File: src/rtl/bd_pkg.sv
package bd_pkg;
  // Classification of one measured interval between rising edges
  typedef enum logic [1:0] {
    IV_SHORT = 2'd0,
    IV_GAP   = 2'd1,
    IV_LONG  = 2'd2
  } iv_class_e;
endpackage

File: src/rtl/bd_edge_detect.sv
module bd_edge_detect #(
  parameter int SYNC_STAGES = 2
) (
  input  logic clk,
  input  logic rst_n,
  input  logic pulse_in,
  output logic edge_det
);
  logic [SYNC_STAGES-1:0] sync_q;
  logic                   prev_q;

  generate
    if (SYNC_STAGES == 1) begin : g_one
      always_ff @(posedge clk) begin
        if (!rst_n) sync_q <= '0;
        else        sync_q <= pulse_in;
      end
    end else begin : g_chain
      always_ff @(posedge clk) begin
        if (!rst_n) sync_q <= '0;
        else        sync_q <= {sync_q[SYNC_STAGES-2:0], pulse_in};
      end
    end
  endgenerate

  always_ff @(posedge clk) begin
    if (!rst_n) prev_q <= 1'b0;
    else        prev_q <= sync_q[SYNC_STAGES-1];
  end

  // only a low-to-high transition of the synchronized level is a pulse
  assign edge_det = sync_q[SYNC_STAGES-1] & ~prev_q;
endmodule

File: src/rtl/bd_interval_timer.sv
module bd_interval_timer #(
  parameter int CNT_W = 8
) (
  input  logic             clk,
  input  logic             rst_n,
  input  logic             edge_det,
  output logic [CNT_W-1:0] interval
);
  localparam logic [CNT_W-1:0] TOP = '1;

  // cycles since the last edge, parked at TOP so it never wraps.
  // Reset parks it too, so the first edge after reset reads as long.
  always_ff @(posedge clk) begin
    if (!rst_n)            interval <= TOP;
    else if (edge_det)     interval <= CNT_W'(1);
    else if (interval != TOP) interval <= interval + 1'b1;
  end
endmodule

File: src/rtl/bd_run_tracker.sv
module bd_run_tracker
  import bd_pkg::*;
#(
  parameter int CNT_W         = 8,
  parameter int MIN_PULSES    = 7,
  parameter int GAP_MIN_SHORT = 3
) (
  input  logic             clk,
  input  logic             rst_n,
  input  logic             edge_det,
  input  logic [CNT_W-1:0] interval,
  input  logic [CNT_W-1:0] short_max,
  output logic             fill_en,
  output logic [CNT_W-1:0] fill_len,
  output logic             accept_stb
);
  localparam int RUN_W = $clog2(MIN_PULSES + 1);
  localparam int SH_W  = $clog2(GAP_MIN_SHORT + 1);
  localparam logic [RUN_W-1:0] RUN_TOP = RUN_W'(MIN_PULSES);
  localparam logic [SH_W-1:0]  SH_TOP  = SH_W'(GAP_MIN_SHORT);
  localparam logic [CNT_W-1:0] AGE_TOP = '1;

  logic [RUN_W-1:0] run_cnt;      // received pulses in the current run
  logic [SH_W-1:0]  short_cnt;    // short intervals in the run, saturating
  logic             gap_used;     // the run already spent its one gap
  logic             accepted;     // the run reached MIN_PULSES
  logic [CNT_W-1:0] since_start;  // cycles since the run's first pulse
  logic [CNT_W-1:0] since_cov;    // cycles since the last painted pulse
  logic             accept_q;

  iv_class_e        cls;
  logic [CNT_W:0]   gap_lim;
  logic [RUN_W-1:0] run_inc;
  logic [SH_W-1:0]  short_inc;
  logic             accept_now;

  function automatic logic [CNT_W-1:0] age_step(input logic [CNT_W-1:0] v);
    return (v == AGE_TOP) ? AGE_TOP : v + 1'b1;
  endfunction

  always_comb begin
    gap_lim   = {1'b0, short_max} << 1;
    run_inc   = (run_cnt == RUN_TOP) ? RUN_TOP : run_cnt + 1'b1;
    short_inc = (short_cnt == SH_TOP) ? SH_TOP : short_cnt + 1'b1;
    // short, R5 single tolerated gap, R6 everything else
    if (interval <= short_max)
      cls = IV_SHORT;
    else if (({1'b0, interval} <= gap_lim) && (short_cnt >= SH_TOP) && !gap_used)
      cls = IV_GAP;
    else
      cls = IV_LONG;
    // acceptance only on a short interval that reaches the pulse count
    accept_now = edge_det && (cls == IV_SHORT) && !accepted && (run_inc >= RUN_TOP);
    // paint only on short intervals of an accepted run
    fill_en    = edge_det && (cls == IV_SHORT) && (accepted || accept_now);
    fill_len   = accepted ? since_cov : since_start;
  end

  always_ff @(posedge clk) begin
    if (!rst_n) begin
      run_cnt     <= '0;
      short_cnt   <= '0;
      gap_used    <= 1'b0;
      accepted    <= 1'b0;
      since_start <= AGE_TOP;
      since_cov   <= AGE_TOP;
      accept_q    <= 1'b0;
    end else begin
      accept_q    <= accept_now;
      since_start <= age_step(since_start);
      since_cov   <= age_step(since_cov);
      if (edge_det) begin
        case (cls)
          IV_SHORT: begin
            run_cnt   <= run_inc;
            short_cnt <= short_inc;
            since_cov <= CNT_W'(1);
            if (accept_now) accepted <= 1'b1;
          end
          IV_GAP: begin
            // counted, but not painted until a short interval confirms it
            run_cnt  <= run_inc;
            gap_used <= 1'b1;
          end
          default: begin
            run_cnt     <= RUN_W'(1);
            short_cnt   <= '0;
            gap_used    <= 1'b0;
            accepted    <= 1'b0;
            since_start <= CNT_W'(1);
            since_cov   <= CNT_W'(1);
          end
        endcase
      end
    end
  end

  assign accept_stb = accept_q;
endmodule

File: src/rtl/bd_env_line.sv
module bd_env_line #(
  parameter int DELAY = 128,
  parameter int LEN_W = 8
) (
  input  logic             clk,
  input  logic             rst_n,
  input  logic             fill_en,
  input  logic [LEN_W-1:0] fill_len,
  output logic             tap
);
  // cell i holds the envelope of the cycle i clocks ago
  logic [DELAY-1:0] cell_q;

  generate
    for (genvar i = 0; i < DELAY; i++) begin : g_cell
      if (i == 0) begin : g_head
        always_ff @(posedge clk) begin
          if (!rst_n) cell_q[0] <= 1'b0;
          else        cell_q[0] <= fill_en;
        end
      end else begin : g_body
        logic reach;
        assign reach = fill_en && (int'(fill_len) >= i);
        // back-fill the cycles of the run up to fill_len clocks old
        always_ff @(posedge clk) begin
          if (!rst_n) cell_q[i] <= 1'b0;
          else        cell_q[i] <= cell_q[i-1] | reach;
        end
      end
    end
  endgenerate

  assign tap = cell_q[DELAY-1];
endmodule

File: src/rtl/burst_interval_discriminator.sv
module burst_interval_discriminator #(
  parameter int CNT_W         = 8,
  parameter int DELAY         = 128,
  parameter int MIN_PULSES    = 7,
  parameter int GAP_MIN_SHORT = 3,
  parameter int SYNC_STAGES   = 2
) (
  input  logic             clk,
  input  logic             rst_n,
  input  logic             pulse_in,
  input  logic [CNT_W-1:0] short_max,
  output logic             bit_out,
  output logic             burst_valid
);
  logic             edge_w;
  logic [CNT_W-1:0] interval_w;
  logic             fill_en_w;
  logic [CNT_W-1:0] fill_len_w;

  bd_edge_detect #(
    .SYNC_STAGES(SYNC_STAGES)
  ) u_edge (
    .clk      (clk),
    .rst_n    (rst_n),
    .pulse_in (pulse_in),
    .edge_det (edge_w)
  );

  bd_interval_timer #(
    .CNT_W(CNT_W)
  ) u_timer (
    .clk      (clk),
    .rst_n    (rst_n),
    .edge_det (edge_w),
    .interval (interval_w)
  );

  bd_run_tracker #(
    .CNT_W        (CNT_W),
    .MIN_PULSES   (MIN_PULSES),
    .GAP_MIN_SHORT(GAP_MIN_SHORT)
  ) u_trk (
    .clk       (clk),
    .rst_n     (rst_n),
    .edge_det  (edge_w),
    .interval  (interval_w),
    .short_max (short_max),
    .fill_en   (fill_en_w),
    .fill_len  (fill_len_w),
    .accept_stb(burst_valid)
  );

  bd_env_line #(
    .DELAY(DELAY),
    .LEN_W(CNT_W)
  ) u_line (
    .clk     (clk),
    .rst_n   (rst_n),
    .fill_en (fill_en_w),
    .fill_len(fill_len_w),
    .tap     (bit_out)
  );
endmodule

File: config.mk
export PLATFORM = sky130hd
export DESIGN_NAME = burst_interval_discriminator
export DESIGN_NICKNAME = d
export VERILOG_FILES = /design/src/rtl/bd_pkg.sv /design/src/rtl/bd_edge_detect.sv /design/src/rtl/bd_interval_timer.sv /design/src/rtl/bd_run_tracker.sv /design/src/rtl/bd_env_line.sv /design/src/rtl/burst_interval_discriminator.sv
export SDC_FILE = /design/constraint.sdc
export NUM_CORES = 1
export LEC_CHECK = 0
export BUFFER_PORTS_ARGS = -buffer_cell sky130_fd_sc_hd__buf_2
export CORE_ASPECT_RATIO = 0.75
export CORE_UTILIZATION = 45
export DETAILED_ROUTE_END_ITERATION = 8
export HOLD_SLACK_MARGIN = 0.03
export SETUP_SLACK_MARGIN = 0.3
export SYNTH_ARGS = -nofsm -noshare
export SYNTH_HDL_FRONTEND = slang
export SYNTH_SLANG_ARGS = --single-unit
File: constraint.sdc
create_clock -name clk -period 3.9 [get_ports clk]
set_clock_uncertainty 0.2 [all_clocks]
set_input_delay 0.195 -clock clk [delete_from_list [all_inputs] [get_ports clk]]
set_output_delay 0.195 -clock clk [all_outputs]
set_load 0.01 [all_outputs]
==> flow_summary.toml <==
[timing]
max_slew_margin = 0.278
fmax_mhz = 351
rsz0062_at_grt = "no"
fin_setup_tns_ns = 0
max_slew.worst_pin.slew_ns = 1.08
setup_viol = 0
drv_slew = 0
period_share = 0.730
fin_crit_ns = 2.85
finalHoldViolations = 0

[placed_design]
gp_congestion = 0.889
numPortBuffers = 12
place_area_um2 = 7370
hpwlAfterDp_mm = 14.2

[synth]
yosys_warnings = 0
syn_inst = 882
ys.flop_type = "dfxtp_1"
synth-edff-count = 0
syn_area_per_cell_um2 = 8.15
synth_cell_type_count = 56
ys_ff_latch = 163
synth.net_count = 912
synth_area_um2 = 7190
synth-async-reset-ratio = 0
ys_seq_area_frac = 0.454

[global_route]
grt_remaining_overflow = 0
grt_pass1_vias = 6089
grtUsageTotal = 0.270
grt_first_pass_wirelength_mm = 33.8
antenna_found_initial = 0
grt_max_degree = 76

[critical_path]
cp_top_family = "compound AO/OA/AOI/OAI gates"
critPathLaunchType = "flip-flop"
critPathArrivalTime_ns = 2.98
cp_max_fo = 26
critical_path_class = "flip-flop to flip-flop"
cp-end-kind = "flip-flop"
cp_slowest_cell = "a211oi_2"
cp_num_buf_inv = 1
required_ns = 4.03
worstPathCellList = "buf_4 -> mux2_2 -> a211oi_2 -> nor2_1 -> o21a_1"
critical_path.max_stage_delay_ns = 0.59

[power_and_ir_drop]
power.density_nw_per_um2 = 638
p_leak_nw = 3.09
total_power_mw = 5.10
worst_ir_drop_vdd_uv = 387

[routing]
dr.pass1.iters = 5
wl_per_cell_um = 19.6
routed_wl_mm = 21.4
drc = 0
routed_via_density = 5.93
vias = 6464
drt_first_iter_violations = 608
ant_nets = 0

[job]
maxCapViolCount = 0

[outcome]
outcome = "complete, no violations"

[floorplan]
core_area_um2 = 15400
die_h_um = 111
num_rows = 39
fp.dieArea_um2 = 16500
die_x_um = 148
start_util = 0.466
pin_count = 13

[clock_network]
clkTransAtPathRegs_ns = 0.07
clockBufferDepth = 2
root_buffer = "clkbuf_16"
insertion_delay_ns = 0.44
cts_num_sinks = 163
htreeDepth = 4
hold_buffers = 3
cts_tree = "built"
postCtsSetupBuffers = 0
numCtsBuffers = 17
cts-resized-gates = 0

[layout]
num-fill-cells = 1479
n_antenna_cell = 0
drive_above_1_share = 0.0836
design_area_um2 = 7990
nNetsFinal = 902
areaGrowthSynthToFinish_pct = 11.2

[min_path]
holdCritPathClass = "flip-flop to flip-flop"
path summary, 6_finish.rpt:
| check | from | end | slack (ns) | depth (start not counted) |
|---|---|---|---|---|
| worst max-delay path | u_trk.accepted | u_line.cell_q[122] | 1.05 | 5 |
| worst min-delay path | u_line.cell_q[3] | u_line.cell_q[4] | 0.23 | 2 |
| worst max register to register | u_trk.accepted | u_line.cell_q[122] | 1.05 | 5 |
| worst min register to register | u_line.cell_q[3] | u_line.cell_q[4] | 0.23 | 2 |
cells in the mapped netlist (5+ instances only):
| library cell | number | area share |
|---|---|---|
| ha_1 | 19 | 0.033 |
| nand4_1 | 7 | 0.0061 |
| o22ai_1 | 6 | 0.0052 |
| a31oi_1 | 10 | 0.0087 |
| inv_1 | 33 | 0.017 |
| and2_1 | 11 | 0.0096 |
| nand2b_1 | 17 | 0.015 |
| xnor2_1 | 9 | 0.011 |
| dfxtp_1 | 163 | 0.45 |
| nor3_1 | 25 | 0.017 |
| o31ai_1 | 8 | 0.0084 |
| o21a_1 | 47 | 0.049 |
| a21oi_1 | 108 | 0.075 |
| buf_2 | 15 | 0.010 |
| o21ai_0 | 68 | 0.047 |
| nor2_1 | 106 | 0.055 |
| o211ai_1 | 15 | 0.016 |
| nand2_1 | 78 | 0.041 |
| clkbuf_1 | 41 | 0.021 |
| a22o_1 | 5 | 0.0061 |
| nand3_1 | 23 | 0.016 |
routing by layer:
layer / global-route usage / up-vias / share of wire
li1: - / 3058 / -
met1: 0.390 / 3057 / 0.48
met2: 0.378 / 305 / 0.41
met3: 0.0779 / 44 / 0.092
met4: 0.0997 / 0 / 0.022
met5: 0 / - / 0
sequential cells by signal, summed over array words and instances, names as in the netlist:
name,count
u_line.cell_q,127
u_timer.interval,8
u_trk.since_cov,8
u_trk.since_start,8
u_trk.run_cnt,3
u_edge.sync_q,2
u_trk.short_cnt,2
u_edge.prev_q,1
u_line.tap,1
u_trk.accept_stb,1
u_trk.accepted,1
u_trk.gap_used,1
tightest hold or removal path, cell delays in order (launching register included):
cell,delay (ns)
dfxtp_1,0.30
inv_1,0.04
a21oi_1,0.05
stage by stage:
step	setup slack (ns)	cells	util	hold slack [ns]
5_1_grt	0.909	1090	0.518	0.245
2_1_floorplan	1.70	882	-	0.122
3_3_place_gp	1.17	1055	0.478	0.211
6_report	1.05	1090	0.518	0.227
4_1_cts	1.10	1090	0.518	0.229
3_5_place_dp	1.11	1055	0.478	0.219
placed cells by master, fill, tap and decap left out, types with 19 or more instances in the layout:
| master | instances |
|---|---|
| a21oi_1 | 108 |
| dfxtp_1 | 163 |
| ha_1 | 19 |
| inv_1 | 33 |
| nand2_1 | 78 |
| nand3_1 | 23 |
| nor2_1 | 106 |
| nor3_1 | 25 |
| o21a_1 | 47 |
| o21ai_0 | 67 |
kinds of logic (layout without fill, tap and decap cells):
| logic type | Yosys count | count (layout) | share of synthesized area |
|---|---|---|---|
| AO/OA/AOI/OAI | 298 | 298 | 0.254 |
| AND/OR/NAND/NOR | 293 | 293 | 0.184 |
| flip-flops | 163 | 163 | 0.454 |
| buffers and inverters | 93 | 96 | 0.0538 |
| adder cells (fa/ha/maj) | 19 | 19 | 0.0331 |
| XOR/XNOR | 11 | 11 | 0.0134 |
| multiplexers | 5 | 5 | 0.00731 |
cell type report:
type	count	area, um2	share of cell area
clock buffer	21	470	0.0589
tap	205	256	0.0321
timing repair buffer	31	213	0.0266
clock inverter	11	128	0.0160
inverter	33	124	0.0155
multi-input combinational	626	3540	0.443
sequential	163	3260	0.408
power by group:
part / total, mW / internal (mW) / switching (mW)
registers: 2.00 / 1.77 / 0.236
clock network: 1.70 / 0.996 / 0.705
logic: 1.40 / 0.472 / 0.924
total: 5.10 / 3.24 / 1.87
(Power assumes the default switching activity.)
